**config.mk**
```make
export PLATFORM = sky130hd
export DESIGN_NAME = dmar_walker
export DESIGN_NICKNAME = d
export VERILOG_FILES = /design/src/rtl/dmar_pkg.sv /design/src/rtl/dmar_addr_gen.sv /design/src/rtl/dmar_pte_eval.sv /design/src/rtl/dmar_walker.sv
export SDC_FILE = /design/constraint.sdc
export NUM_CORES = 1
export LEC_CHECK = 0
export CAP_MARGIN = 0
export CELL_PAD_IN_SITES_DETAIL_PLACEMENT = 1
export CELL_PAD_IN_SITES_GLOBAL_PLACEMENT = 1
export CORE_MARGIN = 2
export CORE_UTILIZATION = 43
export DETAILED_ROUTE_END_ITERATION = 10
export DONT_BUFFER_PORTS = 1
export PLACE_DENSITY_LB_ADDON = 0.08
export SKIP_CTS_REPAIR_TIMING = 1
export SLEW_MARGIN = 0
export SYNTH_ARGS = -nofsm -noshare
export SYNTH_HDL_FRONTEND = slang
export SYNTH_SLANG_ARGS = --single-unit
```
**constraint.sdc**
```tcl
create_clock -name clk -period 1.8 [get_ports clk]
set_clock_uncertainty 0.1 [all_clocks]
set_input_delay 0.09 -clock clk [delete_from_list [all_inputs] [get_ports clk]]
set_output_delay 0.09 -clock clk [all_outputs]
set_load 0.01 [all_outputs]
```
**src/rtl/dmar_pkg.sv**
```systemverilog
package dmar_pkg;

    typedef enum logic [2:0] {
        ST_IDLE   = 3'd0,
        ST_ROOT   = 3'd1,
        ST_CTX_HI = 3'd2,
        ST_CTX_LO = 3'd3,
        ST_PTE    = 3'd4
    } walk_state_e;

    typedef enum logic [2:0] {
        RSN_NONE      = 3'd0,
        RSN_BUS_ABS   = 3'd1,
        RSN_DEV_ABS   = 3'd2,
        RSN_BAD_TYPE  = 3'd3,
        RSN_BAD_WIDTH = 3'd4,
        RSN_NO_PERM   = 3'd5
    } reason_e;

endpackage

```
**src/rtl/dmar_addr_gen.sv**
```systemverilog
module dmar_addr_gen
    import dmar_pkg::*;
#(
    parameter int ADDR_W     = 64,
    parameter int IOVA_W     = 39,
    parameter int LEVELS     = 3,
    parameter int IDX_W      = 9,
    parameter int PAGE_SHIFT = 12,
    parameter int LVL_W      = 2
) (
    input  walk_state_e       st,
    input  logic [ADDR_W-1:0] root_base,
    input  logic [15:0]       rid,
    input  logic [IOVA_W-1:0] iova,
    input  logic [ADDR_W-1:0] tbl,
    input  logic [LVL_W-1:0]  lvl,
    output logic [ADDR_W-1:0] addr
);
    localparam logic [ADDR_W-1:0] PG_MASK   = ADDR_W'((65'd1 << PAGE_SHIFT) - 65'd1);
    localparam int                WIDE_SH   = 4;   // 16-byte device-lookup entries
    localparam int                PTE_SH    = 3;   // 8-byte page-table entries
    localparam logic [ADDR_W-1:0] UPPER_OFF = ADDR_W'(8);

    logic [IDX_W-1:0]  idx;
    logic [ADDR_W-1:0] bus_off, dev_off, pte_off;

    always_comb begin
        idx = '0;
        for (int l = 1; l <= LEVELS; l++) begin
            if (lvl == LVL_W'(l)) idx = iova[PAGE_SHIFT + (l-1)*IDX_W +: IDX_W];
        end
    end

    assign bus_off = ADDR_W'(rid[15:8]) << WIDE_SH;
    assign dev_off = ADDR_W'(rid[7:0])  << WIDE_SH;
    assign pte_off = ADDR_W'(idx)       << PTE_SH;

    always_comb begin
        unique case (st)
            ST_ROOT:   addr = (root_base & ~PG_MASK) + bus_off;
            ST_CTX_HI: addr = tbl + dev_off + UPPER_OFF;
            ST_CTX_LO: addr = tbl + dev_off;
            ST_PTE:    addr = tbl + pte_off;
            default:   addr = '0;
        endcase
    end
endmodule

```
**src/rtl/dmar_pte_eval.sv**
```systemverilog
module dmar_pte_eval #(
    parameter int ADDR_W     = 64,
    parameter int IOVA_W     = 39,
    parameter int LEVELS     = 3,
    parameter int IDX_W      = 9,
    parameter int PAGE_SHIFT = 12,
    parameter int LVL_W      = 2,
    parameter int LARGE_BIT  = 7
) (
    input  logic [ADDR_W-1:0] ent,
    input  logic [LVL_W-1:0]  lvl,
    input  logic [IOVA_W-1:0] iova,
    output logic              perm_ok,
    output logic              leaf,
    output logic [ADDR_W-1:0] next_tbl,
    output logic [ADDR_W-1:0] leaf_pa
);
    logic [LEVELS-1:0][ADDR_W-1:0] off_mask;
    logic [ADDR_W-1:0]             sel_mask;

    for (genvar g = 0; g < LEVELS; g++) begin : g_mask
        assign off_mask[g] = ADDR_W'((65'd1 << (PAGE_SHIFT + g*IDX_W)) - 65'd1);
    end

    always_comb begin
        leaf     = 1'b0;
        sel_mask = off_mask[0];
        for (int l = 1; l <= LEVELS; l++) begin
            if (lvl == LVL_W'(l) && (l == 1 || ent[LARGE_BIT])) begin
                leaf     = 1'b1;
                sel_mask = off_mask[l-1];
            end
        end
    end

    assign perm_ok  = |ent[1:0];
    assign next_tbl = ent & ~off_mask[0];
    assign leaf_pa  = (ent & ~sel_mask) | (ADDR_W'(iova) & sel_mask);
endmodule

```
**src/rtl/dmar_walker.sv**
```systemverilog
module dmar_walker
    import dmar_pkg::*;
#(
    parameter int          ADDR_W     = 64,
    parameter int          IOVA_W     = 39,
    parameter int          LEVELS     = 3,
    parameter int          IDX_W      = 9,
    parameter int          PAGE_SHIFT = 12,
    parameter logic [2:0]  WIDTH_CODE = 3'd1
) (
    input  logic              clk,
    input  logic              rst_n,
    input  logic [ADDR_W-1:0] root_base_i,
    input  logic              req_valid_i,
    output logic              req_ready_o,
    input  logic [15:0]       req_rid_i,
    input  logic [IOVA_W-1:0] req_iova_i,
    output logic              mem_req_valid_o,
    input  logic              mem_req_ready_i,
    output logic [ADDR_W-1:0] mem_req_addr_o,
    input  logic              mem_rsp_valid_i,
    input  logic [ADDR_W-1:0] mem_rsp_data_i,
    output logic              res_valid_o,
    output logic              res_fault_o,
    output logic [2:0]        res_reason_o,
    output logic [ADDR_W-1:0] res_addr_o,
    output logic              fault_strobe_o,
    output logic              busy_o
);
    localparam int LVL_W = $clog2(LEVELS + 1);

    typedef struct packed {
        walk_state_e       st;
        logic              pend;
        logic [15:0]       rid;
        logic [IOVA_W-1:0] iova;
        logic [ADDR_W-1:0] tbl;
        logic [LVL_W-1:0]  lvl;
        logic [2:0]        wcode;
        logic              quiet;
        logic              res_v;
        logic              res_f;
        logic              res_stb;
        reason_e           rsn;
        logic [ADDR_W-1:0] pa;
    } walk_t;

    walk_t q, d;

    logic              perm_ok, leaf;
    logic [ADDR_W-1:0] next_tbl, leaf_pa;

    dmar_addr_gen #(
        .ADDR_W(ADDR_W), .IOVA_W(IOVA_W), .LEVELS(LEVELS),
        .IDX_W(IDX_W), .PAGE_SHIFT(PAGE_SHIFT), .LVL_W(LVL_W)
    ) u_agen (
        .st(q.st), .root_base(root_base_i), .rid(q.rid), .iova(q.iova),
        .tbl(q.tbl), .lvl(q.lvl), .addr(mem_req_addr_o)
    );

    dmar_pte_eval #(
        .ADDR_W(ADDR_W), .IOVA_W(IOVA_W), .LEVELS(LEVELS),
        .IDX_W(IDX_W), .PAGE_SHIFT(PAGE_SHIFT), .LVL_W(LVL_W)
    ) u_eval (
        .ent(mem_rsp_data_i), .lvl(q.lvl), .iova(q.iova),
        .perm_ok(perm_ok), .leaf(leaf), .next_tbl(next_tbl), .leaf_pa(leaf_pa)
    );

    function automatic walk_t finish(walk_t s, reason_e r, logic silent, logic [ADDR_W-1:0] pa);
        walk_t o;
        o         = s;
        o.st      = ST_IDLE;
        o.pend    = 1'b0;
        o.res_v   = 1'b1;
        o.res_f   = (r != RSN_NONE);
        o.rsn     = r;
        o.pa      = (r != RSN_NONE) ? '0 : pa;
        o.res_stb = (r != RSN_NONE) && !silent;
        return o;
    endfunction

    logic rsp_here;

    always_comb begin
        d         = q;
        d.res_v   = 1'b0;
        d.res_stb = 1'b0;
        mem_req_valid_o = (q.st != ST_IDLE) && !q.pend;
        rsp_here        = q.pend && mem_rsp_valid_i;
        if (mem_req_valid_o && mem_req_ready_i) d.pend = 1'b1;
        if (rsp_here) d.pend = 1'b0;

        unique case (q.st)
            ST_IDLE: begin
                if (req_valid_i) begin
                    d.st    = ST_ROOT;
                    d.rid   = req_rid_i;
                    d.iova  = req_iova_i;
                    d.pend  = 1'b0;
                    d.quiet = 1'b0;
                end
            end
            ST_ROOT: begin
                if (rsp_here) begin
                    if (!mem_rsp_data_i[0]) d = finish(d, RSN_BUS_ABS, 1'b0, '0);
                    else begin
                        d.tbl = next_tbl;
                        d.st  = ST_CTX_HI;
                    end
                end
            end
            ST_CTX_HI: begin
                if (rsp_here) begin
                    d.wcode = mem_rsp_data_i[2:0];
                    d.st    = ST_CTX_LO;
                end
            end
            ST_CTX_LO: begin
                if (rsp_here) begin
                    if (!mem_rsp_data_i[0])
                        d = finish(d, RSN_DEV_ABS, 1'b0, '0);
                    else if (mem_rsp_data_i[3:2] != 2'b00)
                        d = finish(d, RSN_BAD_TYPE, mem_rsp_data_i[1], '0);
                    else if (q.wcode != WIDTH_CODE)
                        d = finish(d, RSN_BAD_WIDTH, mem_rsp_data_i[1], '0);
                    else begin
                        d.quiet = mem_rsp_data_i[1];
                        d.tbl   = next_tbl;
                        d.lvl   = LVL_W'(LEVELS);
                        d.st    = ST_PTE;
                    end
                end
            end
            ST_PTE: begin
                if (rsp_here) begin
                    if (!perm_ok)  d = finish(d, RSN_NO_PERM, q.quiet, '0);
                    else if (leaf) d = finish(d, RSN_NONE, q.quiet, leaf_pa);
                    else begin
                        d.tbl = next_tbl;
                        d.lvl = q.lvl - LVL_W'(1);
                    end
                end
            end
            default: d.st = ST_IDLE;
        endcase
    end

    always_ff @(posedge clk or negedge rst_n) begin
        if (!rst_n) q <= '0;
        else        q <= d;
    end

    assign req_ready_o    = (q.st == ST_IDLE);
    assign busy_o         = (q.st != ST_IDLE);
    assign res_valid_o    = q.res_v;
    assign res_fault_o    = q.res_f;
    assign res_reason_o   = q.rsn;
    assign res_addr_o     = q.pa;
    assign fault_strobe_o = q.res_stb;
endmodule

```
* After elaboration in Yosys (flattened, before gate mapping) *
Index checks and enable logic that the tools add are counted.
Widths: inputs -> output; s select.

operators by class
  add/subtract/negate cells = 5
  $mul = 0
  divide/modulo/power cells = 0
  magnitude comparators = 0
  eq/ne operators = 22
  shift operators = 0
  muxes and demuxes = 39
  bitwise operators = 7
  reduce and logical (&&, ||, !) cells = 22

operators by type and width
  cell                   count
  $mux 199               6
  $pmux 64 s4            1
  $pmux 56 s4            1
  $mux 70                3
  $pmux 70 s3            1
  $pmux 66 s3            1
  $add 64x12->64         3
  $mux 66                2
  $mux 59                2
  $mux 56                2
  $add 64x4->64 const B  1
  $and 39x64->64         1
  $and 64x64->64         1
  $mux 64                1
  $not 64->64            1
  $or 64x64->64          1
  $mux 30                1
  $mux 9                 3
  $ne 2x2->1 const B     12
  $mux 21                1
  $pmux 3 s5             1
  $pmux 3 s4             1
  $reduce_and 10->1      1
  $reduce_and 5->1       2
  24 further kinds       45

storage, ports and cells
  register bits = 199
  bits in latches = 0
  memory bits (writable) = 0
  memory bits (read-only) = 0
  logic and storage cells = 108
  memories = 0

* Logic depth before layout (Yosys ltp) *
  word-level depth = 11
  gate-level depth with buffers = 7
  depth with buffers taken out = 6

* By module *
From an unflattened synthesis, not the netlist that was laid out.

unflattened totals
  cell total of the unflattened synthesis = 1842
  area, all modules = 15432.3 um2

modules (own cells, without submodules)
  module         instances  cells each  area an instance (um2)  sequential area each (um2)
  dmar_walker    1          811         8406.8                  4979.8
  dmar_addr_gen  1          897         5954.5                  0.0
  dmar_pte_eval  1          134         1071.0                  0.0

* Worst setup path before layout *
No wires, ideal clock.

  path kind = register -> register
  start = reg q[196] (netlist bit)
  end = reg q (netlist bit res_reason_o[2])
  arrival time = 1.706 ns
  required time = 1.574 ns
  slack = -0.132 ns
  cell stages (with the launch flop) = 7
  buffers on the path = 2
  path through = dfrtp_1 > or3b_1 > buf_2 > nor2_2 > a221oi_2 > buf_4 > a221o_1

on the way
  word-level cells in the longest chain between the ends = 3
  elaborated cells on any way between the ends = 12

RTL lines
  what                                                RTL line            RTL
  from (decl)                                         dmar_walker.sv:48   walk_t q, d;
  from (signal assigned)                              dmar_walker.sv:149  if (!rst_n) q <= '0;
  from (signal assigned)                              dmar_walker.sv:150  else q <= d;
  $eq 3x2->1, or another cell as far along            dmar_walker.sv:93   unique case (q.st)
  $ne 4x4->1 (no line), or another cell as far along  n/a
  $reduce_and 7->1 (no line)                          n/a

Parallel ways exist; a longest one is shown, timed or not.
A chain may end at the register's enable or synchronous reset.

* Worst setup path after layout *
  start = reg q[75] (netlist bit)
  end = out mem_req_addr_o[8]

on the way
  word-level cells in the longest chain between the ends = 6
  elaborated cells on any way between the ends = 8

RTL lines
  what                 RTL line             RTL
  $eq 2x1->1           dmar_addr_gen.sv:30  if (lvl == LVL_W'(l)) idx = iova[PAGE_SHIFT + (l-1)*IDX_W +: IDX_W];
  $mux 9 (2 in a row)  dmar_addr_gen.sv:30
  $mux 9 (*)           dmar_addr_gen.sv:30
  $add 64x12->64 (*)   dmar_addr_gen.sv:43  ST_PTE: addr = tbl + pte_off;
  $pmux 64 s4 (*)      dmar_addr_gen.sv:39  unique case (st)
  to (decl)            dmar_walker.sv:20    output logic [ADDR_W-1:0] mem_req_addr_o,

Mark *: on every way between the ends. The rest lies on a longest branch, timed or not.

==> flow_summary.yaml <==
worst_setup_path:
  cp.arrival_ns: 2.03
  critical_path.max_fanout: 5
  cpMaxStageDelayCell: "dfrtp_1"
  cpPeakStageDelay_ns: 0.44
  cp_common_cell: "a21oi_2"
  cp.required_ns: 1.61
  crit_chain: "buf_6 -> inv_4 -> ha_4 -> buf_12 -> nand3b_1 -> a21oi_2 -> a21oi_2 -> o22ai_1 -> buf_4"
  worstSetupPathType: "register to primary output"
  crit_path_start_kind: "register"
  end_kind: "primary output"
drt:
  vias_per_cell: 5.85
  num_vias: 7886
  first_iter_violations: 364
  routed_wl_um: 37200
  wl_per_cell_um: 27.6
  post-route-drc-count: 0
  drtAntennaViolNets: 0
  firstDrtPassIters: 5
floorplan:
  coreArea_sq_um: 21100
  die_h_um: 151
  rows: 53
  io-pin-count: 325
  start_util: 0.439
  die-area_sq_um: 22700
  die_w_um: 151
timing:
  drv_slew: 0
  holdWs_ns: -0.750
  rsz0062_at_grt: "yes"
  period_minus_slack_ns: 2.22
  min_period_over_period: 1.24
  fmax_ghz: 0.450
  setup_ws_ns: -0.424
  hold_viol: 187
  setup_viol: 189
logic_synthesis:
  avgSynthCellArea_sq_um: 9.99
  syn_inst: 927
  yosysUniqueCellTypes: 50
  synth_seq_cells: 187
  synth_top_area_share: 0.505
  ys.flop_type: "dfrtp_1"
  async_reset_ff_frac: 1.00
  synth_area_leaders: "dfrtp_1 (51%), a22o_1 (9.4%), mux2i_1 (7.8%)"
  synth-edff-count: 0
  yosys.area.top_type: "dfrtp_1"
  synthesis.area_sq_um: 9260
  synth_seq_area_share: 0.505
  synth.most_common_cell: "dfrtp_1"
  synth_top_cells_by_count: "dfrtp_1 (187), nand2_1 (185), a22o_1 (99)"
  ys_warn_count: 0
hold_path:
  hp-class: "input port to asynchronous set/reset pin"
clock_network:
  clkLatencyLatePin_ns: 0.42
  clk_pin_slew_ns: 0.08
  htreeDepth: 4
  cts_tree: "yes"
  cts-buffers-inserted: 17
  cts_root_buf: "clkbuf_16"
  clock_sinks: 187
  max-clock-path-buffers: 2
global_route:
  grt_antenna_before_repair: 0
  grt_usage: 0.227
  grt_pass1_wl_um: 39900
  grt_start_max_net_pins: 188
  overflow: 0
  grt_pass1_vias: 7037
place:
  io_buffers: 0
  hpwl_um: 19500
  gp_congestion: 0.832
  placed_cell_area_sq_um: 9600
layout:
  syn_to_final_growth_pct: 42.7
  postLayoutCellArea_sq_um: 13200
  antennaDiodeCount: 0
  nets: 1252
  drive_gt1_frac: 0.268
status:
  outcome: "finished, violations left"
  violations: "negative hold slack, negative setup slack"
pwr:
  power_density_nw_per_um2: 1490
  power.leakage_nw: 6.11
  ir_drop_uv: 821
  power.total_mw: 19.6
flow_run:
  drv_cap: 0
==> cells in the final DEF, fill, tap and decap left out, types with 3 or more instances in the layout <==
master         synthesis  layout
dfrtp_1              187     184
nand2_1              185     180
dlygate4sd3_1          0     113
mux2i_1               72      69
buf_4                 75      56
inv_1                 59      55
a22o_4                 0      52
a22o_1                99      47
clkbuf_16              0      39
o21ai_0               55      37
buf_12                 0      25
o21ai_1                8      23
buf_6                  0      23
a21oi_2                1      16
o2bb2ai_1             18      14
a22oi_1                9       9
nand3b_1               9       9
nor2_1                 7       6
buf_8                  0       6
o22ai_2                0       5
a21oi_1               20       4
o22ai_1               10       4
nand3_1                4       4
inv_6                  0       4
o21ai_2                0       3
mux2i_2                0       3
mux2_2                 3       3
o2bb2ai_4              0       3
ha_4                   0       3
conb_1                 1       3
inv_8                  0       3
clkinv_4               0       3
dfrtp_2                0       3
==> metrics by stage <==
step | utilization | worst slack [ns] | setup TNS [ns] | instances
floorplan | - | -0.0732 | -0.201 | 929
global route | 0.626 | -0.466 | -55.36 | 1349
CTS | 0.482 | -0.565 | -54.70 | 1170
finish | 0.626 | -0.424 | -40.52 | 1349
global placement | 0.455 | -0.129 | -7.35 | 1138
detailed placement | 0.455 | -0.187 | -20.58 | 1138
==> metal layers <==
metal	up-vias	part of all wire	track usage
met3	73	0.058	0.0585
met1	4052	0.39	0.279
met5	-	0	0
li1	3421	-	-
met4	0	0.029	0.0621
met2	340	0.52	0.397
==> layout make-up <==
class                   count  area (sq um)
inverters                  59           228
flip-flops and latches    187          4680
clock inverters            14           129
repair buffers            248          3010
clock buffers              18           429
multi-input cells         548          4390
fillers                  2146          7880
well taps                 275           344
==> kinds of logic (layout without fill, tap and decap cells) <==
family	count (synthesis)	in the layout	share of synthesized area
AOI/OAI and AO/OA	234	234	0.185
adders and majority gates	3	3	0.00405
buffers and inverters	195	339	0.113
DFF	187	187	0.505
muxes	77	77	0.0839
other	1	3	0.000405
and+or+nand+nor	230	231	0.108
==> power breakdown <==
part | leakage (nW) | internal [mW] | total [mW] | switching (mW)
clock network | 0.274 | 1.83 | 3.63 | 1.80
registers | 2.46 | 5.41 | 6.55 | 1.13
logic | 3.37 | 4.66 | 9.45 | 4.79
==> registers in the layout (all words and copies together) (netlist names) <==
name            cells
fault_strobe_o      1
res_reason_o        3
q                 117
res_addr_o         64
res_valid_o         1
res_fault_o         1
==> critical path: cells and delay by family, from the launching register on <==
family	cells	cell delay, ns
buffers and inverters	4	0.51
flip-flops	1	0.44
AO/OA/AOI/OAI	3	0.42
adder cells (fa/ha/maj)	1	0.16
AND/OR/NAND/NOR	1	0.09
==> path summary, 6_finish.rpt <==
check | start | to | slack (ns) | cells past startpoint
setup / recovery | q[75] | mem_req_addr_o[8] | -0.42 | 9
hold / removal | rst_n | res_addr_o[28] | -0.75 | 0
setup reg to reg | q[197] | res_addr_o[42] | -0.30 | 8
hold reg to reg | q[177] | q[177] | 0.39 | 2
max in group asynchronous | rst_n | q[98] | 1.95 | 0
min in group clk | mem_rsp_data_i[2] | q[70] | 0 | 3
(Power assumes the default switching activity.)
